### src/rtl/hexline_pkg.sv
package hexline_pkg;

  localparam logic [7:0] CH_CR = 8'h0D;
  localparam logic [7:0] CH_LF = 8'h0A;
  localparam int unsigned FRAME_BITS = 10;

  // Digit value to printable uppercase hex code.
  function automatic logic [7:0] nib2ascii(input logic [3:0] n);
    if (n < 4'd10) return 8'h30 + {4'h0, n};
    else           return 8'h37 + {4'h0, n};
  endfunction

endpackage

### src/rtl/hexline_baud.sv
module hexline_baud #(
  parameter int unsigned DIV = 868
) (
  input  logic clk,
  input  logic rst_n,
  input  logic clear,
  input  logic run,
  output logic tick
);
  localparam int unsigned CNT_W = (DIV > 1) ? $clog2(DIV) : 1;
  localparam logic [CNT_W-1:0] CNT_TOP = CNT_W'(DIV - 1);

  logic [CNT_W-1:0] cnt;

  assign tick = run && (cnt == CNT_TOP);

  always_ff @(posedge clk or negedge rst_n) begin
    if (!rst_n) begin
      cnt <= '0;
    end else if (clear) begin
      cnt <= '0;
    end else if (run) begin
      if (cnt == CNT_TOP) cnt <= '0;
      else                cnt <= cnt + 1'b1;
    end
  end

  AST_CNT_RANGE: assert property (@(posedge clk) disable iff (!rst_n)
    cnt <= CNT_TOP);

endmodule

### src/rtl/hexline_serializer.sv
module hexline_serializer #(
  parameter int unsigned DIV = 868
) (
  input  logic       clk,
  input  logic       rst_n,
  input  logic       start,
  input  logic [7:0] byte_in,
  output logic       tx,
  output logic       done
);
  import hexline_pkg::*;

  localparam logic [3:0] LAST_BIT = 4'(FRAME_BITS - 1);

  logic       active;
  logic       tick;
  logic [8:0] shreg;
  logic [3:0] bitcnt;

  hexline_baud #(.DIV(DIV)) u_baud (
    .clk   (clk),
    .rst_n (rst_n),
    .clear (start),
    .run   (active),
    .tick  (tick)
  );

  assign done = tick && (bitcnt == LAST_BIT);

  always_ff @(posedge clk or negedge rst_n) begin
    if (!rst_n) begin
      active <= 1'b0;
      tx     <= 1'b1;
      shreg  <= '1;
      bitcnt <= '0;
    end else if (start) begin
      active <= 1'b1;
      tx     <= 1'b0;
      shreg  <= {1'b1, byte_in};
      bitcnt <= '0;
    end else if (tick) begin
      if (bitcnt == LAST_BIT) begin
        active <= 1'b0;
        tx     <= 1'b1;
      end else begin
        tx     <= shreg[0];
        shreg  <= {1'b1, shreg[8:1]};
        bitcnt <= bitcnt + 1'b1;
      end
    end
  end

  AST_IDLE_HIGH: assert property (@(posedge clk) disable iff (!rst_n)
    !active |-> tx);
  AST_NO_RESTART: assert property (@(posedge clk) disable iff (!rst_n)
    start |-> (!active || done));
  AST_BIT_HOLD: assert property (@(posedge clk) disable iff (!rst_n)
    (active && !tick && !start) |=> $stable(tx));
  AST_START_LOW: assert property (@(posedge clk) disable iff (!rst_n)
    start |=> !tx);

endmodule

### src/rtl/hexline_charseq.sv
module hexline_charseq #(
  parameter int unsigned WORD_W = 32
) (
  input  logic              clk,
  input  logic              rst_n,
  input  logic [WORD_W-1:0] fifo_data,
  input  logic              fifo_empty,
  output logic              fifo_rd_en,
  input  logic              frame_done,
  output logic              start,
  output logic [7:0]        start_byte
);
  import hexline_pkg::*;

  localparam int unsigned NIB   = WORD_W / 4;
  localparam int unsigned CHARS = NIB + 2;
  localparam int unsigned IDX_W = $clog2(CHARS);
  localparam logic [IDX_W-1:0] LAST = IDX_W'(CHARS - 1);

  logic              busy;
  logic [IDX_W-1:0]  idx;
  logic [IDX_W-1:0]  idx_next;
  logic [WORD_W-1:0] word_q;
  logic [7:0]        line_chars [CHARS];
  logic              advance;

  for (genvar g = 0; g < NIB; g++) begin : g_digit
    assign line_chars[g] = nib2ascii(word_q[WORD_W-1-4*g -: 4]);
  end
  assign line_chars[NIB]     = CH_CR;
  assign line_chars[NIB + 1] = CH_LF;

  assign idx_next   = idx + 1'b1;
  assign fifo_rd_en = rst_n && !busy && !fifo_empty;
  assign advance    = busy && frame_done && (idx != LAST);
  assign start      = fifo_rd_en || advance;
  assign start_byte = fifo_rd_en ? nib2ascii(fifo_data[WORD_W-1 -: 4])
                                 : line_chars[idx_next];

  always_ff @(posedge clk or negedge rst_n) begin
    if (!rst_n) begin
      busy   <= 1'b0;
      idx    <= '0;
      word_q <= '0;
    end else if (fifo_rd_en) begin
      busy   <= 1'b1;
      idx    <= '0;
      word_q <= fifo_data;
    end else if (busy && frame_done) begin
      if (idx == LAST) busy <= 1'b0;
      else             idx  <= idx_next;
    end
  end

  AST_SINGLE_POP: assert property (@(posedge clk) disable iff (!rst_n)
    fifo_rd_en |=> !fifo_rd_en);
  AST_IDX_BOUND: assert property (@(posedge clk) disable iff (!rst_n)
    busy |-> (idx <= LAST));
  AST_CHAR_CODE: assert property (@(posedge clk) disable iff (!rst_n)
    start |-> ((start_byte >= 8'h30 && start_byte <= 8'h39) ||
               (start_byte >= 8'h41 && start_byte <= 8'h46) ||
               start_byte == CH_CR || start_byte == CH_LF));

endmodule

### src/rtl/hexline_uart_tx.sv
module hexline_uart_tx #(
  parameter int unsigned CLK_HZ = 100_000_000,
  parameter int unsigned BAUD   = 115_200,
  parameter int unsigned WORD_W = 32
) (
  input  logic              clk,
  input  logic              rst_n,
  input  logic [WORD_W-1:0] fifo_data,
  input  logic              fifo_empty,
  output logic              fifo_rd_en,
  output logic              tx
);
  localparam int unsigned DIV = (CLK_HZ + BAUD / 2) / BAUD;

  logic       start;
  logic [7:0] start_byte;
  logic       frame_done;

  hexline_charseq #(.WORD_W(WORD_W)) u_seq (
    .clk        (clk),
    .rst_n      (rst_n),
    .fifo_data  (fifo_data),
    .fifo_empty (fifo_empty),
    .fifo_rd_en (fifo_rd_en),
    .frame_done (frame_done),
    .start      (start),
    .start_byte (start_byte)
  );

  hexline_serializer #(.DIV(DIV)) u_ser (
    .clk     (clk),
    .rst_n   (rst_n),
    .start   (start),
    .byte_in (start_byte),
    .tx      (tx),
    .done    (frame_done)
  );

  AST_POP_FRAME_START: assert property (@(posedge clk) disable iff (!rst_n)
    fifo_rd_en |=> !tx);

endmodule

### config.mk
export PLATFORM = sky130hd
export DESIGN_NAME = hexline_uart_tx
export DESIGN_NICKNAME = d
export VERILOG_FILES = /design/src/rtl/hexline_pkg.sv /design/src/rtl/hexline_baud.sv /design/src/rtl/hexline_serializer.sv /design/src/rtl/hexline_charseq.sv /design/src/rtl/hexline_uart_tx.sv
export SDC_FILE = /design/constraint.sdc
export NUM_CORES = 1
export LEC_CHECK = 0
export ABC_AREA = 1
export BUFFER_PORTS_ARGS = -buffer_cell sky130_fd_sc_hd__buf_2
export CAP_MARGIN = 20
export CORE_ASPECT_RATIO = 0.75
export CORE_UTILIZATION = 54
export CTS_CLUSTER_SIZE = 40
export DETAILED_ROUTE_END_ITERATION = 16
export PLACE_DENSITY = 0.76
export RECOVER_POWER = 25
export SLEW_MARGIN = 30
export SYNTH_ARGS = -nofsm -noshare
export SYNTH_HDL_FRONTEND = slang
export SYNTH_SLANG_ARGS = --single-unit
### constraint.sdc
create_clock -name clk -period 1.85 [get_ports clk]
set_input_delay 0.185 -clock clk [delete_from_list [all_inputs] [get_ports clk]]
set_output_delay 0.185 -clock clk [all_outputs]
set_load 0.01 [all_outputs]
# Yosys cells after proc, flatten, opt, wreduce, memory -nomap -nowiden
# Index checks and enable logic that the tools add are counted.
dict set report op_classes {
  n_reduce_logical 18
  n_eq_ne 6
  n_addsub 21
  n_lt_le_gt_ge 10
  muxes 34
  bitwise 1
}
# cell n
set op_table {}
lappend op_table {{$add 6x4->7 const A} 18}
lappend op_table {{$mux 8} 12}
lappend op_table {{$lt 4x4->1 const B} 9}
lappend op_table {{$bmux 8 s4} 1}
lappend op_table {{$mux 10} 3}
lappend op_table {{$mux 9} 3}
lappend op_table {{$mux 4} 6}
lappend op_table {{$add 10x1->10 const B} 1}
lappend op_table {{$eq 10x10->1 const B} 1}
lappend op_table {{$reduce_bool 2->1} 5}
lappend op_table {{$mux 1} 9}
lappend op_table {{$add 4x1->4 const B} 2}
lappend op_table {{$eq 4x4->1 const B} 2}
lappend op_table {{$reduce_and 2->1} 4}
lappend op_table {{$logic_and 1x1->1} 6}
lappend op_table {{$ge 5x5->1 const B} 1}
lappend op_table {{$not 4->5} 1}
lappend op_table {{$ne 4x4->1 const B} 1}
lappend op_table {{$logic_not 1->1} 2}
lappend op_table {{$ne 2x1->1 const B} 1}
lappend op_table {{$ne 2x2->1 const B} 1}
lappend op_table {{$logic_or 1x1->1} 1}
dict set report word_totals {
  elab_cells 98
  output_inout_bits 2
  ff_bits 62
}

# Logic depth before layout (Yosys ltp)
# Gate-level depths: netlist of run 1.
dict set report logic_depth {
  ltp_word 8
  mapped_depth 14
  ltp_nobuf 14
}

# Modules after synthesis
# A second synthesis of run 1 with hierarchy kept.
dict set report hier_totals {
  hier_cells 615
  area_unflattened_um2 4155.2
}
# mod area_per_inst_um2 cells_per_inst n_inst
set modules_own_cells {}
lappend modules_own_cells {hexline_charseq 2788.9 446 1}
lappend modules_own_cells {hexline_serializer 750.7 85 1}
lappend modules_own_cells {hexline_baud 615.6 84 1}

# Worst setup path after synthesis of run 1
# No wires, ideal clock.
dict set report synth_timing {
  kind {reg2reg}
  startpoint {register u_seq.idx[0]}
  endpoint {register u_ser.shreg[2]}
  setup_ps 60
  required_ps 1790
  setup_slack_ps -34
  period_less_slack_ps 1884
  stages_incl_launch_ff 14
  n_path_buf 1
  arrival_ps 1824
  path_cell_list {dfrtp_1 clkinv_1 buf_2 ha_1 inv_1 nor2_1 inv_1 a21oi_1 nand2_1 nand2_1 o21ai_1 nand2_1 nand2_1 nand2_1}
}
dict set report synth_via {
  elab_chain_len 7
}
# element line
set synth_lines {}
lappend synth_lines {{from (decl)} hexline_charseq.sv:21} ;# logic [IDX_W-1:0] idx;
lappend synth_lines {{from (signal assigned)} hexline_charseq.sv:51} ;# else idx <= idx_next;
lappend synth_lines {{$add 4x1->4} hexline_charseq.sv:33} ;# assign idx_next = idx + 1'b1;
lappend synth_lines {{$not 4->5 (not written as such)} hexline_charseq.sv:38} ;# : line_chars[idx_next];
lappend synth_lines {{$bmux 8 s4} hexline_charseq.sv:38}
lappend synth_lines {{$mux 8 (not written as such) (2 in a row)} hexline_charseq.sv:38}
lappend synth_lines {{$mux 8} hexline_charseq.sv:37} ;# assign start_byte = fifo_rd_en ? nib2ascii(fifo_data[WORD_W-1 -: 4])
lappend synth_lines {{$mux 9} hexline_serializer.sv:36} ;# end else if (start) begin
lappend synth_lines {{to (signal assigned)} hexline_serializer.sv:39} ;# shreg <= {1'b1, byte_in};
lappend synth_lines {{to (signal assigned)} hexline_serializer.sv:47} ;# shreg <= {1'b1, shreg[8:1]};
lappend synth_lines {{to (decl)} hexline_serializer.sv:17} ;# logic [8:0] shreg;
# Several ways; a longest one is shown, not always the timed one. The select of a mux whose other input is x is not followed.
# A chain may end at the register's enable or synchronous reset.

# Worst setup path in the final report of run 1
dict set report layout_timing {
  startpoint {register u_ser.u_baud.cnt[1]}
  endpoint {register u_ser.bitcnt[0]}
}
dict set report layout_via {
  elab_chain_len 8
}
# element line
set layout_lines {}
lappend layout_lines {{from (decl)} hexline_baud.sv:13} ;# logic [CNT_W-1:0] cnt;
lappend layout_lines {{from (signal assigned)} hexline_baud.sv:24} ;# else cnt <= cnt + 1'b1;
lappend layout_lines {{$eq 10x10->1 (*)} hexline_baud.sv:15} ;# assign tick = run && (cnt == CNT_TOP);
lappend layout_lines {{$logic_and 1x1->1 (*)} hexline_baud.sv:15}
lappend layout_lines {{$logic_and 1x1->1} hexline_serializer.sv:28} ;# assign done = tick && (bitcnt == LAST_BIT);
lappend layout_lines {{$logic_and 1x1->1 (2 in a row)} hexline_charseq.sv:35} ;# assign advance = busy && frame_done && (idx != LAST);
lappend layout_lines {{$logic_or 1x1->1} hexline_charseq.sv:36} ;# assign start = fifo_rd_en || advance;
lappend layout_lines {{$ne 2x2->1 (no line) / $reduce_bool 2->1 (equally long branches)} --}
lappend layout_lines {{$reduce_and 2->1 (no line)} --}
lappend layout_lines {{to (signal assigned)} hexline_serializer.sv:48} ;# bitcnt <= bitcnt + 1'b1;
lappend layout_lines {{to (decl)} hexline_serializer.sv:18} ;# logic [3:0] bitcnt;
# Every way passes the cells marked *; elsewhere a longest branch is shown, timed or not.

==> reports/qor.csv, run 1 <==
stage,metric,value,unit
timing,finalHoldWorstSlack,0.03663,ns
synth,synth.distinct_cells,38,
worst_setup_path,crit_end,u_ser.bitcnt[0]$_DFFE_PN0P_,
worst_setup_path,startpoint,u_ser.u_baud.cnt[1]$_DFFE_PN0P_,
synth,synth.avg_cell_area,6.976,µm²
timing,slew_headroom,-2.310,%
worst_setup_path,cp_max_fo,10,
job,maxCapViolations,1,
power_and_ir_drop,power.share.combinational,3.1,%
worst_setup_path,crit_family,simple AND/OR/NAND/NOR gates,
power_and_ir_drop,peakVddDrop,0.3232,mV
worst_setup_path,path_buf_inv,2,
finish,nFillCells,680,
outcome,status,"complete, but fails checks",
timing,finalSetupViolations,0,
clock_network,htreeDepth,3,
synth,synth-seq-area-share,37.42,%
route,first_pass_iters,6,
synth,synthFlopType,dfrtp_1,
power_and_ir_drop,power.switching,0.5664,mW
global_routing,antenna_found_initial,0,
worst_hold_path,hold_depth,3,
die,ioPinCount,37,
worst_setup_path,r2r_end,u_ser.bitcnt[0]$_DFFE_PN0P_,
power_and_ir_drop,p_per_area,539.2,nW/µm²
die,floorplan.die.width,102.7,µm
finish,drive_gt1_share,17.80,%
place,hpwl,6997,µm
worst_hold_path,hold_path.class,in2reg,
synth,synth_warnings,0,
timing,setup_ws,0.07746,ns
route,drtAntennaViolNets,0,
clock_network,clk_latency,0.35,ns
clock_network,cts_tree,done,
die,die_height,77.55,µm
power_and_ir_drop,switching_share,22.18,%
place,dpl.cell_count,722,
worst_setup_path,timing.rr.start,u_ser.u_baud.cnt[1]$_DFFE_PN0P_,
route,vias_per_cell,5.244,
route,wirelength,9760,µm
worst_setup_path,crit_required,2.12,ns
route,via_count,3917,
place,post_dp_cell_area,4415,µm²
worst_setup_path,rr_worst_depth,11,
clock_network,cts_root_buf,clkbuf_8,
global_routing,track_usage,26.43,%
timing,slew_violations,62,
worst_setup_path,crit_path_start_kind,flop,
power_and_ir_drop,pwr-share-seq,52.3,%
global_routing,grt_pass1_wl,16140,µm
synth,synthArstFlopShare,100.0,%
place,portBuffers,36,
power_and_ir_drop,p_leak,2.407,nW
timing,timing_hold_violations_final,0,
global_routing,grt_max_degree,62,
finish,fin_nets,692,
worst_setup_path,cp_num_cells,11,
timing,final.setup.tns,0,ns
worst_setup_path,cpMaxStageDelayCell,dfrtp_1,
clock_network,cts_sinks,61,
worst_setup_path,arrival,2.04,ns
timing,fin_skew,0.01049,ns
synth,synth_edf_count,0,
clock_network,numCtsBuffers,9,
global_routing,globalRouteOverflowTotal,0,
power_and_ir_drop,total_power,2.553,mW
timing,post-route-period-util,95.81,%
die,die-area,7966,µm²
worst_setup_path,crit_chain,ha_4 > inv_2 > nor2_4 > nand3_2 > nor2_4 > nand3_4 > nand2_8 > inv_6 > o21ai_4 > nand2_4 > o21ai_2,
place,gp_congestion,0.9082,
power_and_ir_drop,p_int,1.987,mW
synth,synth_seq_cells,61,
clock_network,clockBufferDepth,2,
worst_setup_path,slowest_delay,0.41,ns
timing,period_needed,1.773,ns
route,drc_errors,0,
synth,synth_fp_nets,640,
finish,postLayoutCoreUtil,64.29,%
finish,area_growth,15.23,%
die,rows,27,
timing,worstMarginPinSlew,1.535,ns
die,start_util,55.79,%
power_and_ir_drop,power.share.clock,44.6,%
synth,syn_area,4109,µm²
global_routing,grt_pass1_vias,3564,
worst_setup_path,end_kind,flop,
worst_setup_path,critPathKind,reg2reg,
die,core,7365,µm²
clock_network,clk_pin_slew,0.07,ns
finish,finalInstanceArea,4735,µm²
route,wl_per_cell,13.07,µm
timing,max_freq,564.2,MHz
place,place_ws,-0.02490,ns
synth,syn_inst,589,
finish,antenna_cells,0,
finish,instances_no_fill,747,
route,drt-initial-drc-count,288,
worst_setup_path,reg2reg_setup_slack,0.08,ns
outcome,violations,"capacitance limit, slew limit",
worst_setup_path,crit_top_cell,nor2_4,
==> layout by cell type (no fill, tap or decap), types with 2 or more instances in the layout <==
| master | Yosys | layout |
|---|---|---|
| ha_1 | 16 | 14 |
| xor2_1 | 2 | 2 |
| nor3_1 | 7 | 7 |
| a21oi_1 | 18 | 17 |
| nor2_2 | 3 | 3 |
| buf_2 | 8 | 35 |
| clkbuf_1 | 4 | 6 |
| nand2_4 | 3 | 4 |
| inv_1 | 72 | 71 |
| dfrtp_1 | 52 | 51 |
| nand4_1 | 2 | 2 |
| ha_4 | 0 | 2 |
| buf_4 | 0 | 16 |
| o22ai_2 | 2 | 2 |
| o22ai_1 | 4 | 4 |
| o21ai_0 | 71 | 70 |
| nand3_2 | 2 | 2 |
| o21ai_4 | 2 | 2 |
| nand2_2 | 2 | 2 |
| nor2_1 | 60 | 57 |
| clkinv_2 | 1 | 2 |
| inv_2 | 7 | 9 |
| xnor2_1 | 2 | 2 |
| nor2_4 | 3 | 6 |
| o21ai_1 | 1 | 2 |
| nand2_1 | 172 | 171 |
| nand3b_1 | 6 | 6 |
| o21ai_2 | 2 | 2 |
| clkbuf_8 | 0 | 9 |
| dfstp_2 | 9 | 9 |
| nand3_1 | 45 | 45 |
==> worst register-to-register path, delay by kind of cell, from the launching register on <==
kind | cells | cell delay (ns)
buf+inv | 2 | 0.12
compound gates | 2 | 0.25
flops | 1 | 0.41
simple gates | 6 | 0.75
fa+ha+maj | 1 | 0.16
==> cells by family (layout without fill, tap and decap cells) <==
kind of cell | after synthesis | in the layout | share of synthesized area, %
buffers and inverters | 96 | 153 | 9.531
and+or+nand+nor | 309 | 309 | 33.37
DFF | 61 | 61 | 37.42
adders and majority gates | 16 | 16 | 4.872
AOI/OAI and AO/OA | 103 | 103 | 13.95
xor gates and xnor gates | 4 | 4 | 0.8528
==> Yosys cell counts, types with 3 or more instances <==
master / number / area [µm²]
a21oi_1: 18 / 90.09
nand3_1: 45 / 225.2
nand2_4: 3 / 33.78
nand3b_1: 6 / 45.04
nor2_2: 3 / 18.77
inv_2: 7 / 26.28
buf_2: 8 / 40.04
dfrtp_1: 52 / 1301
dfstp_2: 9 / 236.5
nor3_1: 7 / 35.03
nand2_1: 172 / 645.6
o21ai_0: 71 / 355.3
inv_1: 72 / 270.3
nor2_4: 3 / 33.78
ha_1: 16 / 200.2
clkbuf_1: 4 / 15.01
nor2_1: 60 / 225.2
o22ai_1: 4 / 25.02
==> what timing repair did <==
action,CTS,global route
setup endpoints to repair,3,13
pin swaps,0,6
buffers inserted,0,9
hold buffers,0,0
resized for setup,3,14
gates cloned,0,0
==> sequential cells by signal (all words and copies together), names as in the netlist <==
register          cells
u_ser.u_baud.cnt     10
u_ser.bitcnt          4
u_ser.shreg           8
u_seq.word_q         32
u_seq.idx             4
u_ser.tx              1
u_seq.busy            1
u_ser.active          1
==> how the worst min path moves through the flow <==
stage	from	endpoint	slack (ns)
after floorplan	rst_n	u_seq.busy$_DFFE_PN0P_	-0.11
after global placement	fifo_data[26]	u_seq.word_q[26]$_DFFE_PN0P_	0.38
after global routing	fifo_data[1]	u_seq.word_q[1]$_DFFE_PN0P_	0.03
after detailed placement	fifo_data[12]	u_seq.word_q[12]$_DFFE_PN0P_	0.40
after CTS	fifo_data[1]	u_seq.word_q[1]$_DFFE_PN0P_	0.02
final	fifo_data[21]	u_seq.word_q[21]$_DFFE_PN0P_	0.04
==> per-layer routing <==
metal,global-route usage [%],up-vias,part of all wire (%)
met1,37.17,1777,48
met3,7.117,17,7.4
met2,39.27,135,43
met4,8.429,0,1.5
met5,0,-,0
li1,-,1988,-
==> layout make-up <==
type                            instances  area [µm²]  share of cell area (%)
Multi-Input combinational cell        432        2238                   47.28
Sequential cell                        61        1539                   32.51
Timing Repair Buffer                   55       339.1                   7.162
Inverter                               82       314.1                   6.633
Clock buffer                           14       142.6                   3.013
Tap cell                              101       126.4                   2.669
Clock inverter                          2       35.03                  0.7400
==> power by group through the flow <==
stage,Clock [mW],Sequential (mW),Combinational [mW]
2_1_floorplan,0,1.36,0.0108
3_3_place_gp,0,1.36,0.0798
3_5_place_dp,0,1.36,0.0812
4_1_cts,1.17,1.33,0.0812
5_1_grt,1.22,1.33,0.0910
6_report,1.14,1.33,0.0785
Note: power is estimated with default switching activity, not from simulation.
==> run 2: changes to the inputs <==
- CORE_UTILIZATION: 54 -> 56
- CTS_BUF_LIST: default -> sky130_fd_sc_hd__clkbuf_2
- PLACE_DENSITY: 0.76 -> 0.79
==> run 2 against run 1 <==
Compared with the run above:
- non-clock buffer count up 34
- wire length up 7.5%
- core utilization up 7.9 points
- the flow now finishes without violations
- maximum frequency down 3.1%
- power down 15%
==> reports/qor.csv, run 2 (synthesis gave the netlist of run 1 again) <==
stage,metric,value,unit,change
outcome,status,"complete, no violations",,
die,ioPinCount,37,,unchanged
finish,largest_reg_flops,32,,unchanged
route,first_pass_iters,5,,-1
worst_setup_path,crit_path_start_kind,input port,,
global_routing,grt_pass1_vias,3822,,+7.2%
timing,period_needed,1.830,ns,+0.05707 ns
finish,drive_gt1_share,17.79,%,about the same
timing,finalSetupViolations,0,,unchanged
timing,slew_headroom,46.68,%,+49 points
finish,postLayoutCoreUtil,72.21,%,+7.9 points
route,drc_errors,0,,unchanged
timing,post-route-period-util,98.90,%,+3.1 points
die,die_height,76.19,µm,-1.8%
timing,slew_violations,0,,-100%
finish,finalInstanceArea,5027,µm²,+6.2%
route,drtAntennaViolNets,0,,unchanged
die,floorplan.die.width,100.9,µm,-1.8%
global_routing,antenna_found_initial,0,,unchanged
timing,timing_hold_violations_final,0,,unchanged
route,drt-initial-drc-count,315,,+9.4%
place,dpl.cell_count,717,,-0.69%
timing,finalHoldWorstSlack,0.3496,ns,+0.3130 ns
finish,area_growth,22.35,%,
clock_network,clk_pin_slew,0.17,ns,+0.10 ns
finish,final_common_cell,nand2_1,,
clock_network,htreeDepth,3,,unchanged
power_and_ir_drop,p_leak,2.525,nW,+4.9%
timing,final.setup.tns,0,ns,unchanged
timing,setup_ws,0.02039,ns,-0.05707 ns
place,hpwl,7059,µm,+0.89%
worst_setup_path,critPathKind,in2out,,
route,via_count,4076,,+4.1%
power_and_ir_drop,total_power,2.166,mW,-15%
global_routing,globalRouteOverflowTotal,0,,unchanged
finish,mostFrequentLayoutCells,"nand2_1 (170), inv_1 (71), o21ai_0 (70)",,
die,rows,26,,-3.7%
global_routing,grt_max_degree,62,,unchanged
finish,regMostFlops,u_seq.word_q,,
job,maxCapViolations,0,,-1
worst_setup_path,crit_required,1.66,ns,-0.46 ns
timing,worstMarginPinSlew,0.7998,ns,-0.7349 ns
place,place_ws,0.05647,ns,+0.08136 ns
worst_hold_path,hold_path.class,in2reg,,
worst_setup_path,arrival,1.64,ns,-0.40 ns
place,post_dp_cell_area,4397,µm²,-0.42%
clock_network,cts_tree,done,,
die,start_util,59.02,%,+3.2 points
finish,instances_no_fill,778,,+4.1%
finish,antenna_cells,0,,unchanged
clock_network,cts_sinks,61,,unchanged
die,die-area,7688,µm²,-3.5%
clock_network,clk_latency,0.56,ns,+0.21 ns
global_routing,grt_pass1_wl,17420,µm,+7.9%
route,wl_per_cell,13.49,µm,+3.2%
worst_setup_path,end_kind,primary output,,
finish,fin_nets,726,,+4.9%
route,vias_per_cell,5.239,,about the same
die,core,6962,µm²,-5.5%
timing,fin_skew,0.03085,ns,+0.02036 ns
global_routing,track_usage,29.23,%,+2.8 points
finish,largestRegisters,"u_seq.word_q (32), u_ser.u_baud.cnt (10), u_ser.shreg (8)",,
clock_network,cts_root_buf,clkbuf_2,,
timing,grt_setup_unrepaired,true,,
worst_setup_path,cp_max_fo,19,,+9
power_and_ir_drop,peakVddDrop,0.4231,mV,+31%
clock_network,clockBufferDepth,2,,unchanged
place,gp_congestion,0.9333,,+2.8%
timing,max_freq,546.6,MHz,-3.1%
clock_network,numCtsBuffers,9,,unchanged
route,wirelength,10500,µm,+7.5%
power_and_ir_drop,p_per_area,430.9,nW/µm²,-20%
place,portBuffers,36,,unchanged
==> run 2: cell count changes in the layout (fill, tap and decap cells not counted), moves of 2 or more <==
cell and delta:
dlygate4sd3_1 +34, clkbuf_2 +12, clkbuf_8 -9, clkbuf_1 -5, nor2_2 +3, inv_2 -2
inv_8 +2, nor2_4 -2
==> run 2: worst paths after layout <==
| path | from | endpoint | slack [ns] | depth (start not counted) |
|---|---|---|---|---|
| max | rst_n | fifo_rd_en | 0.02 | 8 |
| min | fifo_data[9] | u_seq.word_q[9]$_DFFE_PN0P_ | 0.35 | 4 |
| max reg2reg | u_ser.u_baud.cnt[0]$_DFFE_PN0P_ | u_ser.shreg[0]$_DFFE_PN1P_ | 0.04 | 12 |
| min reg2reg | u_ser.shreg[5]$_DFFE_PN1P_ | u_ser.shreg[5]$_DFFE_PN1P_ | 0.48 | 2 |
| max in group asynchronous | rst_n | u_seq.idx[0]$_DFFE_PN0P_ | 0.87 | 3 |
| min in group asynchronous | rst_n | u_seq.word_q[8]$_DFFE_PN0P_ | 0.41 | 3 |
==> run 2: layer usage <==
layer  vias to the layer above  wire length, µm  GRT usage (%)
met5                         -                0              0
met4                         0              182          10.00
met3                        24              740          9.266
met2                       152             4784          43.56
met1                      1837             4787          40.05
li1                       2063                -              -
==> run 2: worst max-delay path: stages <==
cell,delay [ns]
dlygate4sd3_1,0.52
clkbuf_1,0.16
inv_1,0.07
nor2_2,0.19
nand2_8,0.14
inv_8,0.10
buf_12,0.14
buf_4,0.13
==> run 2: layout make-up <==
class | instances | area (µm²)
fill | 588 | 1934
sequential | 61 | 1539
inverter | 82 | 326.6
clock inverter | 3 | 13.76
tap | 98 | 122.6
clock buffer | 13 | 65.06
timing repair buffer | 89 | 718.2
multi-input combinational | 432 | 2242
==> run 2: report_power, final <==
group / total [mW] / internal, mW / switching (mW)
combinational: 0.138 / 0.0764 / 0.0614
sequential: 1.34 / 1.34 / 0
clock: 0.693 / 0.191 / 0.502
==> run 2: what timing repair did <==
item / in CTS / in global routing
gates resized for setup: 4 / 22
endpoints found under the setup margin: 1 / 13
cloned: 1 / 0
pin swaps: 0 / 9
hold buffers: 33 / 1
hold endpoints to repair: 84 / 3
setup buffers: 1 / 9
==> run 3: changes to the inputs <==
- REMOVE_ABC_BUFFERS: default -> 1
==> run 3 against run 2 <==
Compared with the run above:
- maximum frequency up 0.67%
- largest cell class unchanged
- clock power about the same
- clock skew down 0.0046 ns
- die area unchanged
- combinational power down 4%
- largest power group unchanged
- core utilization up 0.27 points
==> reports/qor.csv, run 3 (synthesis gave the netlist of run 1 again) <==
stage,metric,value,unit,change
worst_setup_path,crit_required,2.23,ns,+0.57 ns
clock_network,numCtsBuffers,9,,unchanged
worst_setup_path,reg2reg_setup_slack,0.03,ns,about the same
timing,post-route-period-util,98.24,%,-0.66 points
job,maxCapViolations,0,,unchanged
finish,largest_reg_flops,32,,unchanged
worst_setup_path,arrival,2.20,ns,+0.56 ns
timing,period_needed,1.817,ns,-0.01213 ns
worst_setup_path,slowest_delay,0.45,ns,-0.07 ns
place,gp_congestion,0.8837,,-5.3%
die,start_util,59.02,%,unchanged
clock_network,clk_latency,0.50,ns,-0.06 ns
worst_setup_path,crit_path_start_kind,flop,,
route,dr_wl_met3,585,µm,-21%
timing,worstMarginPinSlew,0.7830,ns,-0.01680 ns
worst_hold_path,hp-start,fifo_data[28],,
worst_setup_path,end_kind,flop,,
clock_network,clockBufferDepth,2,,unchanged
route,drt-initial-drc-count,276,,-12%
route,wl_per_cell,12.83,µm,-4.9%
clock_network,cts_root_buf,clkbuf_2,,
die,die-area,7688,µm²,unchanged
worst_setup_path,crit_family,simple AND/OR/NAND/NOR gates,,
timing,finalHoldWorstSlack,0.03689,ns,-0.3127 ns
power_and_ir_drop,p_per_area,427.8,nW/µm²,-0.73%
outcome,status,"complete, no violations",,
route,drc_errors,0,,unchanged
clock_network,clk_pin_slew,0.18,ns,about the same
global_routing,globalRouteOverflowTotal,0,,unchanged
timing,grt_setup_unrepaired,true,,
place,post_dp_cell_area,4439,µm²,+0.97%
timing,max_freq,550.2,MHz,+0.67%
worst_setup_path,cpMaxStageDelayCell,dfrtp_1,,
die,core,6962,µm²,unchanged
place,dpl.cell_count,723,,+0.84%
die,rows,26,,unchanged
timing,timing_hold_violations_final,0,,unchanged
worst_setup_path,path_buf_inv,3,,-3
timing,slew_violations,0,,unchanged
global_routing,track_usage,27.93,%,-1.3 points
worst_setup_path,crit_top_cell,nor2_4,,
finish,instances_no_fill,784,,+0.77%
worst_setup_path,cp_num_cells,11,,+3
finish,area_growth,22.81,%,
global_routing,grt_pass1_wl,16840,µm,-3.3%
power_and_ir_drop,total_power,2.159,mW,-0.36%
place,hpwl,6914,µm,-2.1%
route,route.met2.wl,4512,µm,-5.7%
worst_hold_path,hold_path.class,in2reg,,
clock_network,htreeDepth,3,,unchanged
finish,mostFrequentLayoutCells,"nand2_1 (172), inv_1 (70), o21ai_0 (68)",,
die,floorplan.die.width,100.9,µm,unchanged
route,top_layer,met4,,
die,die_height,76.19,µm,unchanged
finish,fin_nets,732,,+0.83%
route,via_count,4066,,-0.25%
finish,drive_gt1_share,18.37,%,+0.57 points
route,m1WireLength,4858,µm,+1.5%
power_and_ir_drop,peakVddDrop,0.3964,mV,-6.3%
worst_setup_path,startpoint,u_ser.u_baud.cnt[0]$_DFFE_PN0P_,,
timing,finalSetupViolations,0,,unchanged
route,wirelength,10060,µm,-4.2%
place,portBuffers,36,,unchanged
die,ioPinCount,37,,unchanged
timing,slew_headroom,47.80,%,+1.1 points
finish,regMostFlops,u_seq.word_q,,
finish,finalInstanceArea,5046,µm²,+0.37%
clock_network,cts_tree,done,,
clock_network,cts_sinks,61,,unchanged
finish,largestRegisters,"u_seq.word_q (32), u_ser.u_baud.cnt (10), u_ser.shreg (8)",,
global_routing,grt_pass1_vias,3662,,-4.2%
worst_setup_path,critPathKind,reg2reg,,
timing,final.setup.tns,0,ns,unchanged
worst_setup_path,timing.rr.start,u_ser.u_baud.cnt[0]$_DFFE_PN0P_,,
route,first_pass_iters,6,,+1
route,drtAntennaViolNets,0,,unchanged
worst_setup_path,cp_max_fo,10,,-9
power_and_ir_drop,p_leak,2.539,nW,+0.52%
global_routing,antenna_found_initial,0,,unchanged
worst_setup_path,rr_worst_depth,11,,-1
timing,fin_skew,0.02628,ns,-0.004574 ns
route,vias_per_cell,5.186,,-1.0%
worst_setup_path,r2r_end,u_ser.bitcnt[1]$_DFFE_PN0P_,,
global_routing,grt_max_degree,62,,unchanged
worst_setup_path,crit_chain,ha_4 > inv_2 > nor2_4 > nand3_2 > nor2_4 > nand3_4 > nand2_8 > inv_6 > o21ai_4 > buf_12 > o22ai_2,,
finish,final_common_cell,nand2_1,,
finish,antenna_cells,0,,unchanged
worst_setup_path,crit_end,u_ser.bitcnt[1]$_DFFE_PN0P_,,
-- run 3: layout make-up --
cell class / count / area [µm²]
inverter: 82 / 321.6
tap: 98 / 122.6
clock buffer: 11 / 55.05
timing repair buffer: 95 / 739.5
multi-input combinational: 432 / 2240
fill: 582 / 1916
sequential: 61 / 1539
clock inverter: 5 / 28.78
-- run 3: what timing repair did --
item / 4_1_cts / 5_1_grt
hold buffers: 32 / 0
endpoints found under the setup margin: 3 / 13
setup buffers: 1 / 12
pin swaps: 0 / 6
hold endpoints to repair: 83 / 0
resized for setup: 4 / 20
-- run 3: layer usage --
layer,up-vias,GRT usage (%)
li1,2069,-
met1,1855,40.27
met2,130,42.33
met3,12,6.514
met4,0,6.957
met5,-,0
-- run 3: worst min-delay path by stage --
stage | to | slack [ns] | depth (start not counted)
floorplan | u_seq.busy$_DFFE_PN0P_ | -0.11 | 0
global placement | u_seq.word_q[26]$_DFFE_PN0P_ | 0.38 | 3
detailed placement | u_seq.word_q[26]$_DFFE_PN0P_ | 0.38 | 3
CTS | u_seq.word_q[28]$_DFFE_PN0P_ | 0.01 | 3
global route | u_seq.word_q[31]$_DFFE_PN0P_ | 0.03 | 4
finish | u_seq.word_q[28]$_DFFE_PN0P_ | 0.04 | 3
-- run 3: stage by stage --
step           utilization, %  setup WS [ns]
2_1_floorplan               -        -0.8335
3_3_place_gp            63.77        0.06989
3_5_place_dp            63.77        0.03482
4_1_cts                 69.86        0.03047
5_1_grt                 72.48       -0.04127
6_report                72.48        0.03252
-- run 3: report_power, final --
group	switching (mW)	internal, mW
sequential	0	1.34
combinational	0.0591	0.0740
clock	0.512	0.178
-- run 3: worst min-delay path: stages --
cell     delay, ns
buf_2         0.10
inv_1         0.12
o21ai_0       0.11
